--- src/rtl/lpm_wake_pkg.sv ---
package lpm_wake_pkg;
  typedef enum logic [1:0] {
    ST_RUN   = 2'd0,
    ST_LIGHT = 2'd1,
    ST_MID   = 2'd2,
    ST_DEEP  = 2'd3
  } sleep_st_e;

  function automatic sleep_st_e f_depth(input logic [1:0] mode);
    case (mode)
      2'd0:    return ST_LIGHT;
      2'd1:    return ST_MID;
      default: return ST_DEEP;
    endcase
  endfunction

  function automatic logic f_edge(input logic cur, input logic prev, input logic fall);
    return fall ? (prev & ~cur) : (cur & ~prev);
  endfunction

  function automatic logic f_timers_live(input sleep_st_e st);
    return (st != ST_DEEP);
  endfunction
endpackage

--- src/rtl/lpm_edge_sync.sv ---
module lpm_edge_sync #(
  parameter int W      = 8,
  parameter int STAGES = 2
) (
  input  logic         clk,
  input  logic         rst_n,
  input  logic [W-1:0] pin_i,
  input  logic [W-1:0] fall_sel_i,
  output logic [W-1:0] edge_o
);
  import lpm_wake_pkg::*;

  logic [STAGES-1:0][W-1:0] sync_q;
  logic [W-1:0]             prev_q;

  always_ff @(posedge clk or negedge rst_n) begin
    if (!rst_n) sync_q[0] <= '0;
    else        sync_q[0] <= pin_i;
  end

  for (genvar s = 1; s < STAGES; s++) begin : g_stage
    always_ff @(posedge clk or negedge rst_n) begin
      if (!rst_n) sync_q[s] <= '0;
      else        sync_q[s] <= sync_q[s-1];
    end
  end

  always_ff @(posedge clk or negedge rst_n) begin
    if (!rst_n) prev_q <= '0;
    else        prev_q <= sync_q[STAGES-1];
  end

  for (genvar i = 0; i < W; i++) begin : g_edge
    assign edge_o[i] = f_edge(sync_q[STAGES-1][i], prev_q[i], fall_sel_i[i]);
  end
endmodule

--- src/rtl/lpm_wake_src.sv ---
module lpm_wake_src #(
  parameter int NUM_TMR = 2,
  parameter int NEXT    = 12
) (
  input  lpm_wake_pkg::sleep_st_e state_i,
  input  logic [NUM_TMR-1:0]      tmr_en_i,
  input  logic [NUM_TMR-1:0]      tmr_uflow_i,
  input  logic [NEXT-1:0]         ext_edge_i,
  input  logic [NEXT-1:0]         ext_is_in_i,
  input  logic [NUM_TMR+NEXT-1:0] mask_i,
  input  logic                    arm_i,
  input  logic                    rst_edge_i,
  input  logic                    dac_evt_i,
  input  logic                    pdm_i,
  output logic                    tmr_hit_o,
  output logic                    ext_hit_o,
  output logic                    rst_hit_o,
  output logic                    dac_hit_o,
  output logic                    wake_req_o
);
  import lpm_wake_pkg::*;

  logic asleep;
  assign asleep = (state_i != ST_RUN);

  assign tmr_hit_o = asleep && f_timers_live(state_i) &&
                     (|(tmr_uflow_i & tmr_en_i & mask_i[NUM_TMR-1:0]));
  assign ext_hit_o = asleep && arm_i &&
                     (|(ext_edge_i & ext_is_in_i & mask_i[NUM_TMR+NEXT-1:NUM_TMR]));
  assign rst_hit_o = asleep && rst_edge_i;
  assign dac_hit_o = asleep && pdm_i && dac_evt_i;

  assign wake_req_o = tmr_hit_o | ext_hit_o | rst_hit_o | dac_hit_o;
endmodule

--- src/rtl/lpm_sleep_fsm.sv ---
module lpm_sleep_fsm (
  input  logic                    clk,
  input  logic                    rst_n,
  input  logic                    idle_i,
  input  logic [1:0]              mode_i,
  input  logic                    wake_req_i,
  output lpm_wake_pkg::sleep_st_e state_o,
  output logic                    wake_o
);
  import lpm_wake_pkg::*;

  sleep_st_e state_q, state_d;
  logic      wake_d;

  always_comb begin
    state_d = state_q;
    wake_d  = 1'b0;
    if (state_q == ST_RUN) begin
      if (idle_i) state_d = f_depth(mode_i);
    end else if (wake_req_i) begin
      state_d = ST_RUN;
      wake_d  = 1'b1;
    end
  end

  always_ff @(posedge clk or negedge rst_n) begin
    if (!rst_n) begin
      state_q <= ST_RUN;
      wake_o  <= 1'b0;
    end else begin
      state_q <= state_d;
      wake_o  <= wake_d;
    end
  end

  assign state_o = state_q;
endmodule

--- src/rtl/lpm_wake_ctrl.sv ---
module lpm_wake_ctrl #(
  parameter int NUM_TMR     = 2,
  parameter int F_W         = 8,
  parameter int D_W         = 4,
  parameter int SYNC_STAGES = 2,
  localparam int NEXT       = F_W + D_W,
  localparam int MASK_W     = NUM_TMR + NEXT
) (
  input  logic               clk,
  input  logic               rst_n,
  input  logic               idle_i,
  input  logic [1:0]         sleep_mode_i,
  input  logic [NUM_TMR-1:0] tmr_run_i,
  input  logic [NUM_TMR-1:0] tmr_uflow_i,
  input  logic [F_W-1:0]     port_f_i,
  input  logic [D_W-1:0]     port_d_i,
  input  logic [D_W-1:0]     port_d_dir_i,
  input  logic [NEXT-1:0]    edge_sel_i,
  input  logic [MASK_W-1:0]  irq_mask_i,
  input  logic               arm_i,
  input  logic               reset_line_i,
  input  logic               dac_evt_i,
  input  logic               pdm_i,
  output logic [1:0]         sleep_state_o,
  output logic [NUM_TMR-1:0] tmr_en_o,
  output logic               wake_o
);
  import lpm_wake_pkg::*;

  sleep_st_e   state;
  logic [NEXT-1:0] ext_edge;
  logic [NEXT-1:0] ext_is_in;
  logic        rst_edge;
  logic        tmr_hit, ext_hit, rst_hit, dac_hit, wake_req;

  assign ext_is_in = {~port_d_dir_i, {F_W{1'b1}}};

  lpm_edge_sync #(.W(NEXT), .STAGES(SYNC_STAGES)) u_ext_sync (
    .clk        (clk),
    .rst_n      (rst_n),
    .pin_i      ({port_d_i, port_f_i}),
    .fall_sel_i (edge_sel_i),
    .edge_o     (ext_edge)
  );

  lpm_edge_sync #(.W(1), .STAGES(SYNC_STAGES)) u_rst_sync (
    .clk        (clk),
    .rst_n      (rst_n),
    .pin_i      (reset_line_i),
    .fall_sel_i (1'b0),
    .edge_o     (rst_edge)
  );

  assign tmr_en_o = f_timers_live(state) ? tmr_run_i : '0;

  lpm_wake_src #(.NUM_TMR(NUM_TMR), .NEXT(NEXT)) u_src (
    .state_i     (state),
    .tmr_en_i    (tmr_en_o),
    .tmr_uflow_i (tmr_uflow_i),
    .ext_edge_i  (ext_edge),
    .ext_is_in_i (ext_is_in),
    .mask_i      (irq_mask_i),
    .arm_i       (arm_i),
    .rst_edge_i  (rst_edge),
    .dac_evt_i   (dac_evt_i),
    .pdm_i       (pdm_i),
    .tmr_hit_o   (tmr_hit),
    .ext_hit_o   (ext_hit),
    .rst_hit_o   (rst_hit),
    .dac_hit_o   (dac_hit),
    .wake_req_o  (wake_req)
  );

  lpm_sleep_fsm u_fsm (
    .clk        (clk),
    .rst_n      (rst_n),
    .idle_i     (idle_i),
    .mode_i     (sleep_mode_i),
    .wake_req_i (wake_req),
    .state_o    (state),
    .wake_o     (wake_o)
  );

  assign sleep_state_o = state;
endmodule

--- config.mk ---
export PLATFORM = sky130hd
export DESIGN_NAME = lpm_wake_ctrl
export DESIGN_NICKNAME = d
export VERILOG_FILES = /design/src/rtl/lpm_wake_pkg.sv /design/src/rtl/lpm_edge_sync.sv /design/src/rtl/lpm_wake_src.sv /design/src/rtl/lpm_sleep_fsm.sv /design/src/rtl/lpm_wake_ctrl.sv
export SDC_FILE = /design/constraint.sdc
export NUM_CORES = 1
export LEC_CHECK = 0
export BUFFER_PORTS_ARGS = -buffer_cell sky130_fd_sc_hd__buf_2
export CAP_MARGIN = 20
export CORE_MARGIN = 4
export CORE_UTILIZATION = 30
export CTS_CLUSTER_DIAMETER = 80
export CTS_CLUSTER_SIZE = 12
export DETAILED_ROUTE_END_ITERATION = 8
export PLACE_DENSITY = 0.61
export SLEW_MARGIN = 20
export SYNTH_ARGS = -nofsm -noshare
export SYNTH_HDL_FRONTEND = slang
export SYNTH_SLANG_ARGS = --single-unit
--- constraint.sdc ---
create_clock -name clk -period 1.36 [get_ports clk]
set_input_delay 0.068 -clock clk [delete_from_list [all_inputs] [get_ports clk]]
set_output_delay 0.068 -clock clk [all_outputs]
set_load 0.01 [all_outputs]
# Yosys cells after proc, flatten, opt, wreduce, memory -nomap -nowiden
# Index checks and enable logic that the tools add are counted.
# totals
reg_bits	42
in_bits	55
out_inout_bits	5
word_cells	102
# classes
n_reduce_logical	14
eq_ne	3
n_mux	19
bitwise_logic	58
# op_table
op	count
1-bit AND	25
1-bit inverter	25
12-bit AND	2
1-bit 2-to-1 mux	14
12-bit OR reduction	1
2-bit 2-to-1 mux	4
1-bit logical AND	7
2-bit AND	2
2-bit logical NOT	2
2-bit != test (second input constant)	2
4-bit inverter	1
2-bit case mux with 2 select lines	1
2-bit nonzero test	2
1-bit OR	3
2-bit by 1-bit equality test with 1-bit output (second input constant)	1
2-bit AND reduction	1
2-bit OR reduction	1

# Longest topological paths before layout
# Gate-level depths: netlist of run 1.
# logic_depth
word_depth	12
mapped_depth	6
mapped_depth_nobuf	6

# Cells and area by module
# From an unflattened synthesis of run 1, not the netlist that was laid out.
# hier_totals
cells_unflattened	126
hier_area_um2	1602.8
# modules_own_cells
module	seq_area_each_um2	area_each_um2	n_inst	cells_each
lpm_edge_sync (u_ext_sync)	900.9	1167.4	1	72
lpm_wake_src	0.0	158.9	1	29
lpm_sleep_fsm	75.1	141.4	1	11
lpm_edge_sync (u_rst_sync)	75.1	97.6	1	6
lpm_wake_ctrl	0.0	37.5	1	8

# Least setup slack after synthesis of run 1
# No wires, ideal clock.
# synth_timing
path_kind	register to register
startpoint	reg u_fsm.state_q[0], in the netlist u_fsm.state_o[0]
endpoint	reg u_fsm.state_q[1], in the netlist u_fsm.state_o[1]
t_required_ns	1.278
synth_period_minus_slack_ns	1.441
n_path_buf	0
path_stages_with_launch	7
setup_slack_ns	-0.081
arrival_time_ns	1.359
setup_ns	0.082
path_cell_list	dfrtp_1 -> ha_1 -> nor2b_1 -> a32o_1 -> a21oi_1 -> nand3b_1 -> o22ai_1
# synth_via
elab_chain_len	11
elab_cells_between_ends	21
cone_classes	eq/ne: 2; mux: 2; bitwise: 5; reduce/logical: 12
# synth_lines
element	line_no	text
from (decl)	lpm_sleep_fsm.sv:12	sleep_st_e state_q, state_d;
from (signal assigned)	lpm_sleep_fsm.sv:31	state_q <= state_d;
2-bit != test	lpm_wake_pkg.sv:22	return (st != ST_DEEP);
2-bit 2-to-1 mux	lpm_wake_ctrl.sv:54	assign tmr_en_o = f_timers_live(state) ? tmr_run_i : '0;
via tmr_en_o[1]	lpm_wake_ctrl.sv:25	output logic [NUM_TMR-1:0] tmr_en_o,
2-bit AND (2 in series)	lpm_wake_src.sv:27	(|(tmr_uflow_i & tmr_en_i & mask_i[NUM_TMR-1:0]));
2-bit OR reduction	lpm_wake_src.sv:27	
1-bit logical AND	lpm_wake_src.sv:26	assign tmr_hit_o = asleep && f_timers_live(state_i) &&
1-bit OR (3 in series)	lpm_wake_src.sv:33	assign wake_req_o = tmr_hit_o | ext_hit_o | rst_hit_o | dac_hit_o;
2-bit nonzero test (no source line)	--	
2-bit AND reduction (no source line)	--	
# The timed path passes the listed nets, and every way through them passes these cells.
# A chain may end at the register's enable or synchronous reset.

# Worst setup path after layout of run 1
# layout_timing
startpoint	reg u_ext_sync.prev_q[1]
endpoint	reg u_fsm.state_q[1], in the netlist u_fsm.state_o[1]
# layout_via
elab_chain_len	12
elab_cells_between_ends	13
cone_classes	mux: 1; bitwise: 8; reduce/logical: 4
# layout_lines
element	line_no	text
from (decl)	lpm_edge_sync.sv:14	logic [W-1:0] prev_q;
from (signal assigned)	lpm_edge_sync.sv:30	else prev_q <= sync_q[STAGES-1];
1-bit inverter	lpm_wake_pkg.sv:18	return fall ? (prev & ~cur) : (cur & ~prev);
1-bit AND	lpm_wake_pkg.sv:18	
1-bit 2-to-1 mux *	lpm_wake_pkg.sv:18	
12-bit AND * (2 in series)	lpm_wake_src.sv:29	(|(ext_edge_i & ext_is_in_i & mask_i[NUM_TMR+NEXT-1:NUM_TMR]));
12-bit OR reduction *	lpm_wake_src.sv:29	
1-bit logical AND *	lpm_wake_src.sv:28	assign ext_hit_o = asleep && arm_i &&
1-bit OR * (3 in series)	lpm_wake_src.sv:33	
2-bit nonzero test (no source line) *	--	
2-bit AND reduction (no source line) *	--	
# Every way passes the cells marked *; elsewhere a longest branch is shown, timed or not.

==> key figures, run 1 <==
Yosys
  • Yosys top cell by area: dfrtp_1
  • Async SR Flop Fraction: 100%
  • Synth top area share: 69.9%
  • Post-synth EDFFs: 0
  • Mapped Nets: 165
  • Synth cell count leaders: dfrtp_1, nor3b_1, and3b_1
  • Synthesized flop and latch total: 42
  • Mapped Cells: 108
  • Yosys warns: 0
  • Share of the yosys chip area belonging to registers: 69.9%
  • Synthesized area: 1500 sq um
  • Top-count cell post-synth: dfrtp_1
  • Post-synth cell types: 18
  • Synth area leaders: dfrtp_1, and3b_1, nor3b_1, o21ai_1, nor2b_1
  • Most used flip-flop cell after synthesis: dfrtp_1
  • Syn avg cell area: 13.9 sq um

Timing
  • Max Fclk: 696 MHz
  • Max Clock Skew: 0.00314 ns
  • Setup ws final: -0.0764 ns
  • Part of the cycle the worst path needs: 106%
  • Hold Vio Cnt, Final: 0
  • Worst slew margin: 74.8%
  • Slew Limit Fails: 0
  • RSZ-0062 raised after global routing: true
  • Setup violations, final: 3
  • Final Critical Period: 1.44 ns
  • Worst-Margin Slew: 0.378 ns

Clock network
  • Setup Buffers After CTS: 0
  • Clock Tree Buf Depth: 2
  • Cts bufs inserted: 5
  • H-tree levels: 2
  • Number of clock sinks: 42
  • Skew-Pair Late Insertion Delay: 0.28 ns
  • CTS tree: yes
  • Clock transition at path regs: 0.08 ns
  • CTS Root Cell: clkbuf_8

Power and ir drop
  • Comb pwr share: 17.6%
  • NetSw: 708 uW
  • Lkg Pwr: 1.05 nW
  • Clk pwr share: 32.8%
  • Switching share of power: 24.5%
  • Maximum VDD drop: 0.745 mV
  • Sequential share of power: 49.6%
  • PwrDens: 1310 nW/um^2
  • Int Pwr: 2.18 mW

Routing
  • Wire length per cell: 11.7 um
  • Pre-antenna DRT Iters: 4
  • Vias: 1102
  • Drt initial violations: 71
  • Vias per inst: 4.27
  • DRC: 0
  • Antenna Nets Post-Route: 0
  • WL final: 3.01 mm

Finish
  • Syn-to-layout area delta: 46.5%
  • Share of layout cells above drive strength 1: 39.8%
  • Net count, final: 247
  • Fin cells: 258
  • Final Util: 46.0%
  • Final antenna diode count: 0

Critical path
  • Setup crit end kind: flip-flop
  • CP required: 1.56 ns
  • Crit-path max cell delay: 0.39 ns
  • Worst Path Max Fanout: 2
  • WP buf/inv: 0
  • Critical path origin: u_ext_sync.prev_q[1]
  • CP max stage cell: dfrtp_1
  • Worst setup path class: reg -> reg
  • Reg-to-Reg Start: u_ext_sync.prev_q[1]
  • CP arrival: 1.64 ns
  • Worst setup SP type: flip-flop
  • Crit-path leading delay family: compound AO/OA/AOI/OAI gates
  • Critical path, cell by cell: and3b_1, o21ai_1, nand4_1, o31a_1, o22ai_1

GRT
  • Pin count of the biggest net entering global routing: 28
  • First-pass GRT wire length: 5.29 mm
  • Remaining Overflow, GRT: 0
  • Vias in the first global route: 1168
  • GRT Util Overall: 11.0%
  • Antenna violations before repair: 0

Floorplanning
  • Full die area: 6210 sq um
  • Die height: 78.8 um
  • # IOs: 60
  • Initial Utilization: 31.4%
  • Core area: 4790 sq um
  • Number of cell rows: 25
  • Die W: 78.8 um

Placed design
  • Final HPWL DP: 2.25 mm
  • Gp weighted congestion: 0.682
  • Number of buffers added on ports: 59
  • Placed cell count: 236

Min path
  • Worst min-delay path category: in -> reg
  • Hold path start: arm_i

Run
  • Max Cap Viol: 0

Outcome
  • Status: finished, violations left
  • Failing checks: setup timing
-- layer usage --
layer	global-route usage, %	share of wire, %
met3	4.99	9.7
met1	14.5	46
met5	0	0
met2	16.2	43
met4	3.67	0.90
-- repair_timing --
action                                 4_1_cts  5_1_grt
pin swaps                                    5        9
hold buffers                                14        0
endpoints found under the hold margin       28        0
setup endpoints to repair                    3        3
gates resized for setup                      5        1
-- cell usage in the layout, fill, tap and decap left out, types with 3 or more instances in the layout --
cell | synthesis | routed
inv_1 | 3 | 3
dfrtp_1 | 42 | 40
nor3b_1 | 13 | 13
nand4_1 | 3 | 3
and3b_1 | 12 | 12
o21ai_1 | 9 | 11
buf_2 | 0 | 59
clkbuf_8 | 0 | 5
nor2b_1 | 6 | 4
dlygate4sd3_1 | 0 | 14
-- registers in the layout (all words and copies together), names as in the netlist --
signal             count
u_fsm.wake_o           1
u_ext_sync.sync_q     24
u_fsm.state_o          2
u_rst_sync.prev_q      1
u_rst_sync.sync_q      2
u_ext_sync.prev_q     12
-- worst reg2reg max path, cell delays in order, from the launching register on --
cell and delay [ns]:
dfrtp_1 0.39, and3b_1 0.17, o21ai_1 0.14, nand4_1 0.15, o31a_1 0.33, o22ai_1 0.18
-- stage by stage --
stage	instance area [sq um]	hold WS [ns]	total power, mW	TNS [ns]	setup slack, ns
after floorplan	1540	-0.228	1.69	0	0.0435
after global placement	1940	0.0131	1.92	-0.164	-0.0658
after detailed placement	1940	0.0104	1.93	-0.328	-0.131
after CTS	2200	0.0567	2.94	-0.318	-0.118
after global routing	2200	0.0583	3.06	-0.457	-0.190
final	2200	0.0695	2.88	-0.138	-0.0764
-- cell type report --
cell class              instances  area [sq um]
flip-flops and latches         42          1050
clock buffers                   6          72.6
fillers                       447          2580
inverters                       3          11.3
clock inverters                 2          37.5
well taps                      67          83.8
repair buffers                 75           463
multi-input cells              63           479
-- kinds of logic (layout without fill, tap and decap cells) --
| family | after synthesis | in the layout | share of synthesized area [%] |
|---|---|---|---|
| compound gates | 22 | 22 | 8.49 |
| flops | 42 | 42 | 69.9 |
| simple gates | 39 | 39 | 19.2 |
| buf+inv | 3 | 86 | 0.749 |
| fa+ha+maj | 2 | 2 | 1.67 |
-- worst paths after layout --
| kind | cells past startpoint | slack (ns) | to |
|---|---|---|---|
| worst max-delay path | 5 | -0.08 | u_fsm.state_o[1] |
| worst min-delay path | 3 | 0.07 | u_fsm.wake_o |
| worst max register to register | 5 | -0.08 | u_fsm.state_o[1] |
| worst min register to register | 0 | 0.35 | u_ext_sync.sync_q[17] |
| max in group asynchronous | 3 | 0.64 | u_ext_sync.sync_q[1] |
| min in group asynchronous | 2 | 0.25 | u_ext_sync.sync_q[2] |
-- power groups by stage --
| stage | combinational [mW] | clock [mW] | sequential [mW] |
|---|---|---|---|
| CTS | 0.513 | 0.998 | 1.43 |
| finish | 0.508 | 0.946 | 1.43 |
| global placement | 0.473 | 0 | 1.45 |
| floorplan | 0.234 | 0 | 1.46 |
| global route | 0.564 | 1.05 | 1.45 |
| detailed placement | 0.476 | 0 | 1.46 |
Note: power is estimated with default switching activity, not from simulation.
==> run 2, diff against run 1 <==
PLACE_DENSITY = 0.59   (was 0.61)
clock period = 1.8 ns   (was 1.36 ns; I/O delays follow)
==> run 2 against run 1 <==
Effect of this change: the flow now finishes without violations; non-clock buffer count unchanged; critical path type unchanged; sequential share of layout area increased by 1.0 points; register-to-register slack improved by 0.39 ns; maximum frequency down 3.4%; utilization down 1.1 points; design area shrank 2.3%; final cell count down 0.39%; power shrank 26%; combinational power decreased by 33%; wire length up 3.7%; worst hold slack improved by 0.0060 ns; largest power group unchanged.
==> key figures, run 2 (same netlist as run 1, synthesis figures left out) <==
Outcome
  • Status: finished, final reports clean

Power and ir drop
  • Clk pwr share: 34.3%
  • Switching share of power: 23.4%
  • Maximum VDD drop: 0.526 mV
  • Comb pwr share: 15.9%
  • Lkg Pwr: 1.04 nW
  • Sequential share of power: 49.8%
  • NetSw: 500 uW
  • Int Pwr: 1.64 mW
  • PwrDens: 994 nW/um^2

Finish
  • Final instance area: 2150 sq um
  • Final antenna diode count: 0
  • Biggest regs: u_ext_sync.sync_q: 24 flops, u_ext_sync.prev_q: 12 flops
  • Syn-to-layout area delta: 43.0%
  • Fillers: 449
  • Area of the multi-input gates: 440 sq um
  • Commonest non-fill, non-tap cell in the layout: buf_2
  • Largest Register: u_ext_sync.sync_q
  • Commonest cells after routing, fill and taps aside: buf_2, dfrtp_1, dlygate4sd3_1, nor3b_1, and3b_1
  • Net count, final: 247
  • Seq. cell area: 1050 sq um
  • Max reg flops: 24
  • Share of layout cells above drive strength 1: 35.8%

Placed design
  • Place WS: 0.295 ns
  • Number of buffers added on ports: 59
  • Final HPWL DP: 2.40 mm
  • Gp weighted congestion: 0.721
  • Placed inst area: 1900 sq um

Critical path
  • Worst setup SP type: flip-flop
  • CP arrival: 1.69 ns
  • Worst Path Max Fanout: 5
  • CP required: 2.00 ns
  • Worst setup path class: reg -> reg
  • Setup crit end kind: flip-flop
  • Reg2Reg Setup Slack: 0.31 ns

GRT
  • Antenna violations before repair: 0
  • First-pass GRT wire length: 5.41 mm
  • Vias in the first global route: 1302
  • Remaining Overflow, GRT: 0
  • Pin count of the biggest net entering global routing: 19
  • GRT Util Overall: 11.2%

Floorplanning
  • Die height: 78.8 um
  • Full die area: 6210 sq um
  • Number of cell rows: 25
  • Core area: 4790 sq um
  • Die W: 78.8 um
  • Initial Utilization: 31.4%
  • # IOs: 60

Clock network
  • CTS tree: yes
  • Clock transition at path regs: 0.07 ns
  • CTS Root Cell: clkbuf_8
  • Cts bufs inserted: 5
  • Post_cts resized: 0
  • Skew-Pair Late Insertion Delay: 0.28 ns
  • Clock Tree Buf Depth: 2
  • Setup Buffers After CTS: 0
  • H-tree levels: 2
  • Number of clock sinks: 42

Routing
  • Drt initial violations: 19
  • Vias per inst: 4.36
  • WL final: 3.12 mm
  • Vias: 1120
  • DRC: 0
  • Antenna Nets Post-Route: 0
  • Pre-antenna DRT Iters: 3
  • Wire length per cell: 12.1 um

Run
  • Max Cap Viol: 0

Timing
  • Worst-Margin Slew: 0.249 ns
  • Setup ws final: 0.312 ns
  • Worst slew margin: 83.4%
  • RSZ-0062 raised after global routing: false
  • Hold Vio Cnt, Final: 0
  • Max Fclk: 672 MHz
  • Final Critical Period: 1.49 ns
  • Final setup TNS: 0 ns
  • Part of the cycle the worst path needs: 82.6%
  • Setup violations, final: 0
  • Slew Limit Fails: 0
  • Max Clock Skew: 0.00449 ns

Min path
  • Worst min-delay path category: in -> reg
[run 2: cell types whose count changed in the layout (fill, tap and decap cells not counted), sizes merged]
cell	change
clkinvlp	-1
[run 2: cell type report]
class                   instances  area share, %
flip-flops and latches         42           48.9
repair buffers                 75           21.0
multi-input cells              63           20.5
well taps                      67           3.90
clock buffers                   6           3.84
clock inverters                 1           1.40
inverters                       3          0.524
[run 2: what timing repair did]
item	in CTS	in global routing
endpoints found under the hold margin	55	0
hold buffers	14	0
setup endpoints to repair	0	0
[run 2: per-stage QoR]
stage,power [mW],cells,hold slack [ns],util [%]
CTS,2.16,257,0.0634,44.9
finish,2.14,257,0.0755,44.9
global placement,1.38,236,-0.0418,39.6
floorplan,1.23,108,-0.206,-
global route,2.26,257,0.0776,44.9
detailed placement,1.40,236,-0.0348,39.6
[run 2: path summary, 6_finish.rpt]
check | startpoint | cells past startpoint | endpoint
max | u_fsm.state_o[1] | 6 | u_fsm.state_o[1]
min | arm_i | 3 | u_fsm.wake_o
max reg2reg | u_fsm.state_o[1] | 6 | u_fsm.state_o[1]
min reg2reg | u_rst_sync.sync_q[0] | 0 | u_rst_sync.sync_q[1]
max in group asynchronous | rst_n | 3 | u_ext_sync.sync_q[21]
min in group asynchronous | rst_n | 2 | u_ext_sync.prev_q[6]
[run 2: power groups by stage]
stage / logic [mW] / registers [mW] / clock network, mW
after floorplan: 0.145 / 1.09 / 0
after global placement: 0.303 / 1.08 / 0
after detailed placement: 0.320 / 1.08 / 0
after CTS: 0.345 / 1.06 / 0.753
after global routing: 0.381 / 1.07 / 0.804
final: 0.339 / 1.06 / 0.734
[run 2: critical path, cell delays in order (launching register included)]
cell and delay [ns]:
dfrtp_1 0.41, ha_1 0.19, nor2b_1 0.06, a32o_1 0.24
a21oi_1 0.24, nand3b_1 0.11, o22ai_1 0.16
[run 2: per-layer routing]
metal | wire [um] | track usage (%) | share of wire (%)
met5 | 0 | 0 | 0
met2 | 1630 | 19.9 | 52
met3 | 231 | 3.51 | 7.4
met4 | 44 | 4.72 | 1.4
met1 | 1210 | 12.4 | 39
==> run 3, diff against run 2 <==
clock period = 1.5 ns   (was 1.8 ns; I/O delays follow)
==> run 3 against run 2 <==
Effect of this change: first-iteration DRC count fell by 16%; wire length is 5.1% higher; setup slack got worse by 0.26 ns; global-route usage about the same; power grew 17%; maximum frequency up 2.6%; clock power increased by 2%; register-to-register slack worse by 0.26 ns.
==> key figures, run 3 (same netlist as run 1, synthesis figures left out) <==
Finish
  • Seq. cell area: 1050 sq um
  • Fillers: 451
  • Syn-to-layout area delta: 44.4%
  • Largest Register: u_ext_sync.sync_q
  • Area of the multi-input gates: 470 sq um
  • Commonest cells after routing, fill and taps aside: buf_2, dfrtp_1, dlygate4sd3_1, nor3b_1, and3b_1
  • Max reg flops: 24
  • Final antenna diode count: 0
  • Biggest regs: u_ext_sync.sync_q: 24 flops, u_ext_sync.prev_q: 12 flops
  • Share of layout cells above drive strength 1: 39.6%
  • Commonest non-fill, non-tap cell in the layout: buf_2
  • Net count, final: 248

Critical path
  • CP arrival: 1.66 ns
  • Critical path, cell by cell: and3b_1, o21ai_1, nand4_1, o31a_1, o22ai_2
  • R2R depth: 5
  • Worst setup SP type: flip-flop
  • Crit-path max cell delay: 0.38 ns
  • CP required: 1.71 ns
  • Reg-to-Reg Start: u_ext_sync.prev_q[9]
  • Reg2Reg Setup Slack: 0.05 ns
  • Worst setup path class: reg -> reg
  • Worst r2r dst: u_fsm.state_o[1]
  • CP max stage cell: dfrtp_1
  • WP buf/inv: 0
  • Worst Path Max Fanout: 2
  • Setup crit end kind: flip-flop
  • Crit-path leading delay family: compound AO/OA/AOI/OAI gates

GRT
  • GRT Util Overall: 11.2%
  • Vias in the first global route: 1237
  • GRT met2 Usage: 19.1%
  • Antenna violations before repair: 0
  • Most used routing layer: met2
  • Pin count of the biggest net entering global routing: 43
  • First-pass GRT wire length: 5.42 mm
  • Met1 GRT Util: 12.7%
  • Grt met3 use: 4.08%
  • Remaining Overflow, GRT: 0

Timing
  • Max Clock Skew: 0.00709 ns
  • Hold Vio Cnt, Final: 0
  • Min Hold Slack: 0.0569 ns
  • Final Critical Period: 1.45 ns
  • Slew Limit Fails: 0
  • Setup ws final: 0.0500 ns
  • Part of the cycle the worst path needs: 96.7%
  • Max Fclk: 690 MHz
  • RSZ-0062 raised after global routing: true
  • Worst-Margin Slew: 0.516 ns
  • Setup violations, final: 0
  • Worst slew margin: 65.6%

Routing
  • DRC: 0
  • Wire length per cell: 12.6 um
  • Vias: 1148
  • Drt initial violations: 16
  • Vias per inst: 4.43
  • WL final: 3.28 mm
  • Pre-antenna DRT Iters: 4
  • Antenna Nets Post-Route: 0

Min path
  • Hold Crit Depth: 3
  • Hold path start: arm_i
  • Hold path endpoint: u_fsm.wake_o
  • Worst min-delay path category: in -> reg

Clock network
  • CTS tree: yes
  • Cts bufs inserted: 5
  • Number of clock sinks: 42
  • Clock Tree Buf Depth: 2
  • Clock transition at path regs: 0.08 ns
  • CTS Root Cell: clkbuf_8
  • H-tree levels: 2
  • Skew-Pair Late Insertion Delay: 0.29 ns

Floorplanning
  • # IOs: 60
  • Die W: 78.8 um
  • Full die area: 6210 sq um
  • Die height: 78.8 um
  • Number of cell rows: 25
  • Core area: 4790 sq um
  • Initial Utilization: 31.4%

Placed design
  • Place WS: 0.00311 ns
  • Gp weighted congestion: 0.725
  • Final HPWL DP: 2.43 mm
  • Number of buffers added on ports: 59

Outcome
  • Status: finished, final reports clean

Power and ir drop
  • Lkg Pwr: 1.04 nW
  • PwrDens: 1150 nW/um^2
  • Maximum VDD drop: 0.690 mV

Run
  • Max Cap Viol: 0
run 3: cell types whose count changed in the layout (fill, tap and decap cells not counted):
cell,before,now
a21oi_1,2,1
a21oi_2,0,1
o22ai_2,0,1
inv_6,0,1
bufinv_16,1,0
o22ai_1,2,1
o21ai_0,5,2
o31ai_2,0,1
o21ai_1,9,8
buf_4,2,3
o21ai_2,0,4
clkbuf_1,0,1
o31ai_1,1,0
run 3: what timing repair did:
action / in CTS / in global routing
resized for setup: 0 / 10
buffers inserted: 1 / 0
setup endpoints to repair: 1 / 3
hold buffers: 14 / 0
endpoints found under the hold margin: 55 / 0
pin swaps: 2 / 13
run 3: where the power goes:
part	switching [mW]	total, mW	internal, mW
logic	0.228	0.478	0.251
clock network	0.367	0.747	0.380
registers	0.0477	1.27	1.22
total	0.643	2.49	1.85
run 3: worst reg2reg max path: cells and delay by family (launching register included):
kind	cells	cell delay, ns
flops	1	0.38
simple gates	2	0.35
compound gates	3	0.66
run 3: routing by layer:
metal | vias to the layer above | share of wire, %
met5 | - | 0
met4 | 0 | 1.3
met3 | 5 | 7.4
met2 | 38 | 51
met1 | 547 | 40
li1 | 558 | -
run 3: how the worst max path moves through the flow:
stage,start,endpoint,cells past startpoint
after floorplan,u_fsm.state_o[0],u_fsm.state_o[1],6
after global placement,u_ext_sync.prev_q[4],u_fsm.state_o[1],5
after detailed placement,u_fsm.state_o[1],u_fsm.state_o[1],6
after CTS,u_ext_sync.prev_q[4],u_fsm.state_o[1],5
after global routing,u_ext_sync.sync_q[23],u_fsm.state_o[1],5
final,u_ext_sync.prev_q[9],u_fsm.state_o[1],5
run 3: cell type report:
| type | instances | area share (%) |
|---|---|---|
| clock inverter | 1 | 0.404 |
| inverter | 3 | 0.519 |
| timing repair buffer | 76 | 21.1 |
| multi-input combinational | 63 | 21.7 |
| tap | 67 | 3.86 |
| sequential | 42 | 48.4 |
| clock buffer | 7 | 3.98 |
run 3: metrics by stage:
step | cells | area (sq um) | util [%] | power, mW | setup TNS, ns
2_1_floorplan | 108 | 1500 | - | 1.48 | 0
3_3_place_gp | 236 | 1900 | 39.6 | 1.67 | 0
3_5_place_dp | 236 | 1900 | 39.6 | 1.70 | 0
4_1_cts | 259 | 2140 | 44.7 | 2.50 | 0
5_1_grt | 259 | 2170 | 45.3 | 2.64 | -0.0372
6_report | 259 | 2170 | 45.3 | 2.49 | 0
